--- src/rtl/ctimer_pkg.sv ---
package ctimer_pkg;
  localparam int CTL_W   = 8;
  localparam int RATIO_W = 3;

  typedef struct packed {
    logic               rsvd;
    logic               irq_en;
    logic [RATIO_W-1:0] ratio;
    logic               bypass;
    logic               edge_fall;
    logic               src_ext;
  } ctl_t;

  localparam ctl_t CTL_RST = '{rsvd: 1'b0, irq_en: 1'b0, ratio: '0,
                               bypass: 1'b1, edge_fall: 1'b0, src_ext: 1'b0};
endpackage

--- src/rtl/ctimer_rst_sync.sv ---
module ctimer_rst_sync #(
  parameter int STAGES = 2
) (
  input  logic clk_i,
  input  logic arst_ni,
  output logic rst_no
);
  logic [STAGES-1:0] sh_q;
  logic [STAGES-1:0] sh_d;

  always_comb begin
    sh_d = {sh_q[STAGES-2:0], 1'b1};
  end

  always_ff @(posedge clk_i or negedge arst_ni) begin
    if (!arst_ni) sh_q <= '0;
    else          sh_q <= sh_d;
  end

  assign rst_no = sh_q[STAGES-1];
endmodule

--- src/rtl/ctimer_src_sel.sv ---
module ctimer_src_sel #(
  parameter int SYNC_STAGES = 2
) (
  input  logic clk_i,
  input  logic rst_ni,
  input  logic ext_i,
  input  logic tick_en_i,
  input  logic src_ext_i,
  input  logic edge_fall_i,
  output logic src_tick_o
);
  logic [SYNC_STAGES-1:0] sync_q, sync_d;
  logic                   prev_q, prev_d;
  logic                   level, rise, fall, ext_tick;

  always_comb begin
    sync_d   = {sync_q[SYNC_STAGES-2:0], ext_i};
    level    = sync_q[SYNC_STAGES-1];
    prev_d   = level;
    rise     = level & ~prev_q;
    fall     = ~level & prev_q;
    ext_tick = edge_fall_i ? fall : rise;
  end

  always_ff @(posedge clk_i or negedge rst_ni) begin
    if (!rst_ni) begin
      sync_q <= '0;
      prev_q <= 1'b0;
    end else begin
      sync_q <= sync_d;
      prev_q <= prev_d;
    end
  end

  generate
    if (SYNC_STAGES < 2) begin : g_bad
      initial $error("SYNC_STAGES must be at least 2");
    end
  endgenerate

  assign src_tick_o = src_ext_i ? ext_tick : tick_en_i;
endmodule

--- src/rtl/ctimer_prescale.sv ---
module ctimer_prescale
  import ctimer_pkg::*;
#(
  parameter int PSC_W         = 8,
  parameter int INHIBIT_TICKS = 2
) (
  input  logic               clk_i,
  input  logic               rst_ni,
  input  logic               src_tick_i,
  input  logic               load_i,
  input  logic               bypass_i,
  input  logic [RATIO_W-1:0] ratio_i,
  output logic               adv_o
);
  localparam int INH_W = $clog2(INHIBIT_TICKS + 1);
  localparam logic [INH_W-1:0] INH_LOAD = INH_W'(INHIBIT_TICKS);

  logic [INH_W-1:0] inh_q, inh_d;
  logic [PSC_W-1:0] psc_q, psc_d;
  logic [PSC_W:0]   full_span;
  logic [PSC_W-1:0] mask;
  logic             gated, hit;

  always_comb begin
    full_span = ((PSC_W+1)'(1) << ({1'b0, ratio_i} + 1'b1)) - (PSC_W+1)'(1);
    mask      = full_span[PSC_W-1:0];
    gated     = src_tick_i && (inh_q == '0) && !load_i;
    hit       = (psc_q & mask) == mask;
    adv_o     = gated && (bypass_i || hit);

    if (load_i)                              inh_d = INH_LOAD;
    else if (src_tick_i && (inh_q != '0))    inh_d = inh_q - 1'b1;
    else                                     inh_d = inh_q;

    if (load_i)                  psc_d = '0;
    else if (gated && !bypass_i) psc_d = hit ? '0 : psc_q + 1'b1;
    else                         psc_d = psc_q;
  end

  always_ff @(posedge clk_i or negedge rst_ni) begin
    if (!rst_ni) begin
      inh_q <= '0;
      psc_q <= '0;
    end else begin
      inh_q <= inh_d;
      psc_q <= psc_d;
    end
  end
endmodule

--- src/rtl/cyc_timer8.sv ---
module cyc_timer8
  import ctimer_pkg::*;
#(
  parameter int CNT_W         = 8,
  parameter int PSC_W         = 8,
  parameter int SYNC_STAGES   = 2,
  parameter int RST_STAGES    = 2,
  parameter int INHIBIT_TICKS = 2
) (
  input  logic             clk_i,
  input  logic             rst_ni,
  input  logic             tick_en_i,
  input  logic             ext_clk_i,
  input  logic             wr_cnt_i,
  input  logic [CNT_W-1:0] cnt_wdata_i,
  input  logic             wr_ctl_i,
  input  logic [CTL_W-1:0] ctl_wdata_i,
  input  logic             ovf_clr_i,
  output logic [CNT_W-1:0] cnt_o,
  output logic [CTL_W-1:0] ctl_o,
  output logic             ovf_flag_o,
  output logic             irq_o
);
  logic             rst_n_int;
  logic             src_tick, adv, wrap;
  ctl_t             ctl_q, ctl_d;
  logic [CNT_W-1:0] cnt_q, cnt_d;
  logic             flag_q, flag_d;

  ctimer_rst_sync #(.STAGES(RST_STAGES)) u_rst (
    .clk_i   (clk_i),
    .arst_ni (rst_ni),
    .rst_no  (rst_n_int)
  );

  ctimer_src_sel #(.SYNC_STAGES(SYNC_STAGES)) u_src (
    .clk_i       (clk_i),
    .rst_ni      (rst_n_int),
    .ext_i       (ext_clk_i),
    .tick_en_i   (tick_en_i),
    .src_ext_i   (ctl_q.src_ext),
    .edge_fall_i (ctl_q.edge_fall),
    .src_tick_o  (src_tick)
  );

  ctimer_prescale #(.PSC_W(PSC_W), .INHIBIT_TICKS(INHIBIT_TICKS)) u_psc (
    .clk_i      (clk_i),
    .rst_ni     (rst_n_int),
    .src_tick_i (src_tick),
    .load_i     (wr_cnt_i),
    .bypass_i   (ctl_q.bypass),
    .ratio_i    (ctl_q.ratio),
    .adv_o      (adv)
  );

  always_comb begin
    ctl_d = ctl_q;
    if (wr_ctl_i) begin
      ctl_d      = ctl_t'(ctl_wdata_i);
      ctl_d.rsvd = 1'b0;
    end

    wrap = adv && !wr_cnt_i && (cnt_q == '1);

    if (wr_cnt_i) cnt_d = cnt_wdata_i;
    else if (adv) cnt_d = cnt_q + 1'b1;
    else          cnt_d = cnt_q;

    if (wrap)           flag_d = 1'b1;
    else if (ovf_clr_i) flag_d = 1'b0;
    else                flag_d = flag_q;
  end

  always_ff @(posedge clk_i or negedge rst_n_int) begin
    if (!rst_n_int) begin
      ctl_q  <= CTL_RST;
      cnt_q  <= '0;
      flag_q <= 1'b0;
    end else begin
      ctl_q  <= ctl_d;
      cnt_q  <= cnt_d;
      flag_q <= flag_d;
    end
  end

  assign cnt_o      = cnt_q;
  assign ctl_o      = ctl_q;
  assign ovf_flag_o = flag_q;
  assign irq_o      = flag_q & ctl_q.irq_en;
endmodule

--- config.mk ---
export PLATFORM = sky130hd
export DESIGN_NAME = cyc_timer8
export DESIGN_NICKNAME = d
export VERILOG_FILES = /design/src/rtl/ctimer_pkg.sv /design/src/rtl/ctimer_rst_sync.sv /design/src/rtl/ctimer_src_sel.sv /design/src/rtl/ctimer_prescale.sv /design/src/rtl/cyc_timer8.sv
export SDC_FILE = /design/constraint.sdc
export NUM_CORES = 1
export LEC_CHECK = 0
export BUFFER_PORTS_ARGS = -buffer_cell sky130_fd_sc_hd__buf_2
export CAP_MARGIN = 20
export CELL_PAD_IN_SITES_DETAIL_PLACEMENT = 0
export CELL_PAD_IN_SITES_GLOBAL_PLACEMENT = 1
export CORE_ASPECT_RATIO = 1.4
export CORE_MARGIN = 8
export CORE_UTILIZATION = 43
export CTS_CLUSTER_SIZE = 14
export DETAILED_ROUTE_END_ITERATION = 10
export PLACE_DENSITY = 0.84
export REMOVE_ABC_BUFFERS = 1
export SKIP_CTS_REPAIR_TIMING = 1
export SYNTH_ARGS = -nofsm -noshare
export SYNTH_HDL_FRONTEND = slang
export SYNTH_HIERARCHICAL = 1
export SYNTH_SLANG_ARGS = --single-unit
--- constraint.sdc ---
create_clock -name clk_i -period 1.8 [get_ports clk_i]
set_input_delay 0.09 -clock clk_i [delete_from_list [all_inputs] [get_ports clk_i]]
set_output_delay 0.09 -clock clk_i [all_outputs]
set_load 0.03 [all_outputs]
==> impl_metrics.ini <==
[detailed_routing]
drc = 0
met3WireLength_um = 231
wl_met2_um = 2069
top_layer = met4
vias = 1465
wl_met1_um = 1649
first_pass_iters = 4
drt_iter0_drc = 24
drt-total-wl_um = 3994
vias_per_cell = 5.289
wl_per_cell_um = 14.42
detail-route-antenna-nets = 0

[critical_path]
path_class = register to register
cp_data_arrival_time_ns = 2.91
crit_end = cnt_o[5]
end_kind = register
crit_start = ctl_o[3]
ff2ff_path_depth = 11
r2r-end = cnt_o[5]
timing.rr.start = ctl_o[3]
cp_data_required_time_ns = 2.03
startpoint_type = register
path_max_fanout = 5
ff2ff_setup_slack_ns = -0.88

[logic_synthesis]
syn_area_um2 = 1652
synth_area_per_cell_um2 = 9.890
seq_area_frac_synth = 0.4705
yosysUniqueCellTypes = 44
yosysWarnings = 6
synth_cells = 167
synth_edf_count = 0
synth-main-ff-cell = dfrtp_1
synthArstFlopShare = 1.000
ys_ff_latch = 31

[clocking]
path_clk_slew_ns = 0.07
clk_path_buf_depth = 2
cts_buffers = 5
cts_max_level = 2
cts_root_buf = clkbuf_8
cts_tree = yes
insertion_delay_ns = 0.29
clock_sinks = 31

[cells_and_area]
postLayoutCoreUtil = 0.6086
final_nets = 261
antennaDiodeCount = 0
fin_area_um2 = 2237
drive_above_1_share = 0.4298
instances_no_fill = 277
syn_to_final_growth_pct = 35.45

[die]
chipHeight_um = 89.33
fp.dieW_um = 68.38
rows = 26
core-area_um2 = 3676
start_util = 0.4493
dieArea_um2 = 6108
ioPinCount = 41

[placement]
place.gp.congestion = 0.7807
placedInstanceArea_um2 = 2026
port_buffers = 38
dp_cells = 263
post-dp-hpwl_um = 2961
dp_slack_ns = -1.078

[global_route]
antenna_found_initial = 0
grt_overflow = 0
grt_first_pass_wirelength_um = 6886
grt_pass1_vias = 1554
grt_use_total = 0.1460
grt_max_degree = 30

[sta]
layout_setup_ws_ns = -0.8769
finClkSkew_ns = 0.006140
hold_viol_final = 0
grt_setup_unrepaired = true
period_share = 1.487
fmax_ghz = 0.3736
slew_violations = 0
fin_crit_ns = 2.677
setup_tns_ns = -7.972
setup_violations = 16

[pwr]
ir_worst_vdd_mv = 0.5332
powerDensity_nw_per_um2 = 773.9
p_seq_frac = 0.459
p_clk_frac = 0.308
power_leakage_nw = 1.047
switchingPower_w = 0.0005405
sw_frac_of_total = 0.3122
intPower_w = 0.001191
power_frac_comb = 0.233

[status]
status = finished, violations left
violations = setup timing

[worst_hold_path]
min_path_type = input pin to register

[run]
maxCapViolCount = 0
==> cells in the mapped netlist, types with 2 or more instances <==
master / instances / area, µm²
o211ai_1: 3 / 22.52
nor3_1: 2 / 10.01
conb_1: 3 / 11.26
a21oi_1: 2 / 10.01
o221ai_1: 5 / 43.79
nand3b_1: 2 / 15.01
inv_1: 6 / 22.52
nand3_1: 4 / 20.02
dfrtp_1: 30 / 750.7
nand2_1: 30 / 112.6
nor2b_1: 2 / 12.51
and2_1: 4 / 25.02
nor2_1: 13 / 48.80
xnor2_1: 3 / 26.28
or4_1: 4 / 30.03
o21ai_0: 7 / 35.03
clkbuf_1: 3 / 11.26
ha_1: 4 / 50.05
xor2_1: 4 / 35.03
mux2_2: 8 / 90.09
a31oi_1: 2 / 12.51
nand4_1: 2 / 12.51
buf_4: 3 / 22.52
==> layout make-up <==
type,count,area (µm²)
clock buffers,6,72.57
clock inverters,2,12.51
fillers,328,1439
inverters,6,22.52
multi-input cells,124,892.1
flip-flops and latches,31,777.0
well taps,42,52.55
repair buffers,66,407.9
==> flip-flops by register name (all words and copies together), names as in the netlist <==
| signal | cells |
|---|---|
| u_rst/sh_q | 2 |
| u_src/prev_q | 1 |
| u_psc/inh_q | 2 |
| ctl_o | 7 |
| u_psc/psc_q | 8 |
| ovf_flag_o | 1 |
| u_src/sync_q | 2 |
| cnt_o | 8 |
==> power by group through the flow <==
stage / Combinational (W) / Clock, W / Sequential (W)
detailed placement: 0.000376 / 0 / 0.000805
global route: 0.000443 / 0.000587 / 0.000801
floorplan: 0.000139 / 0 / 0.000885
finish: 0.000403 / 0.000533 / 0.000795
CTS: 0.000377 / 0.000553 / 0.000793
global placement: 0.000362 / 0 / 0.000801
==> kinds of logic after synthesis <==
group           count (synthesis)  share of synthesized area
other cells                     3                   0.006818
mux                             9                    0.06061
xor+xnor                        7                    0.03712
compound gates                 27                     0.1212
simple gates                   74                     0.2394
flops                          31                     0.4705
buf+inv                        12                    0.03409
fa+ha+maj                       4                    0.03030
==> critical path, stage by stage (launching register included) <==
cell and delay (ns):
dfrtp_1 0.38, or3_4 0.40, ha_4 0.27, o21ai_2 0.05, a311oi_2 0.27, o221ai_2 0.15
nor2_2 0.14, o21a_1 0.20, nand4_4 0.11, buf_4 0.17, or4_4 0.41, nand3_2 0.07
==> layout by cell type, fill, tap and decap left out, types with 2 or more instances in the layout <==
cell type,Yosys,routed
clkbuf_8,0,5
o21ai_0,7,3
buf_2,0,38
o21ai_1,1,3
nor2_1,13,12
xor2_1,4,4
nand2_1,30,29
mux2_2,8,8
or4_4,0,2
or4_1,4,2
xnor2_1,3,3
o221ai_2,1,3
a21oi_1,2,2
nor3_1,2,2
and2_1,4,4
dlygate4sd3_1,0,3
o211ai_1,3,3
o21ai_2,0,2
inv_1,6,6
nand3_1,4,2
buf_4,3,25
nand3_2,0,2
conb_1,3,3
ha_1,4,3
o221ai_1,5,3
nor2_2,1,2
nor2b_1,2,2
nand4_1,2,2
nand3b_1,2,2
dfrtp_1,30,30
==> worst min-delay path by stage <==
stage                     to            from  cells past startpoint  slack (ns)
4_1_cts        u_rst/sh_q[0]          rst_ni                      1       -0.44
5_1_grt             cnt_o[6]  cnt_wdata_i[6]                      3        0.01
3_3_place_gp   u_rst/sh_q[1]          rst_ni                      1       -0.12
3_5_place_dp   u_rst/sh_q[1]          rst_ni                      1       -0.12
2_1_floorplan  u_rst/sh_q[0]          rst_ni                      0       -0.21
6_report            cnt_o[6]  cnt_wdata_i[6]                      3       0.005
==> routing by layer <==
layer	GRT usage	vias up
li1	-	719
met1	0.1654	704
met2	0.2443	36
met3	0.05521	6
met4	0.04486	0
met5	0	-
==> stage by stage <==
stage               total power (W)  hold slack, ns
global route               0.001832         0.01081
CTS                        0.001723         -0.4360
detailed placement         0.001181         -0.1241
floorplan                  0.001024         -0.2056
global placement           0.001163         -0.1247
finish                     0.001731        0.005147
No activity file was read; power rests on OpenSTA's default activity.
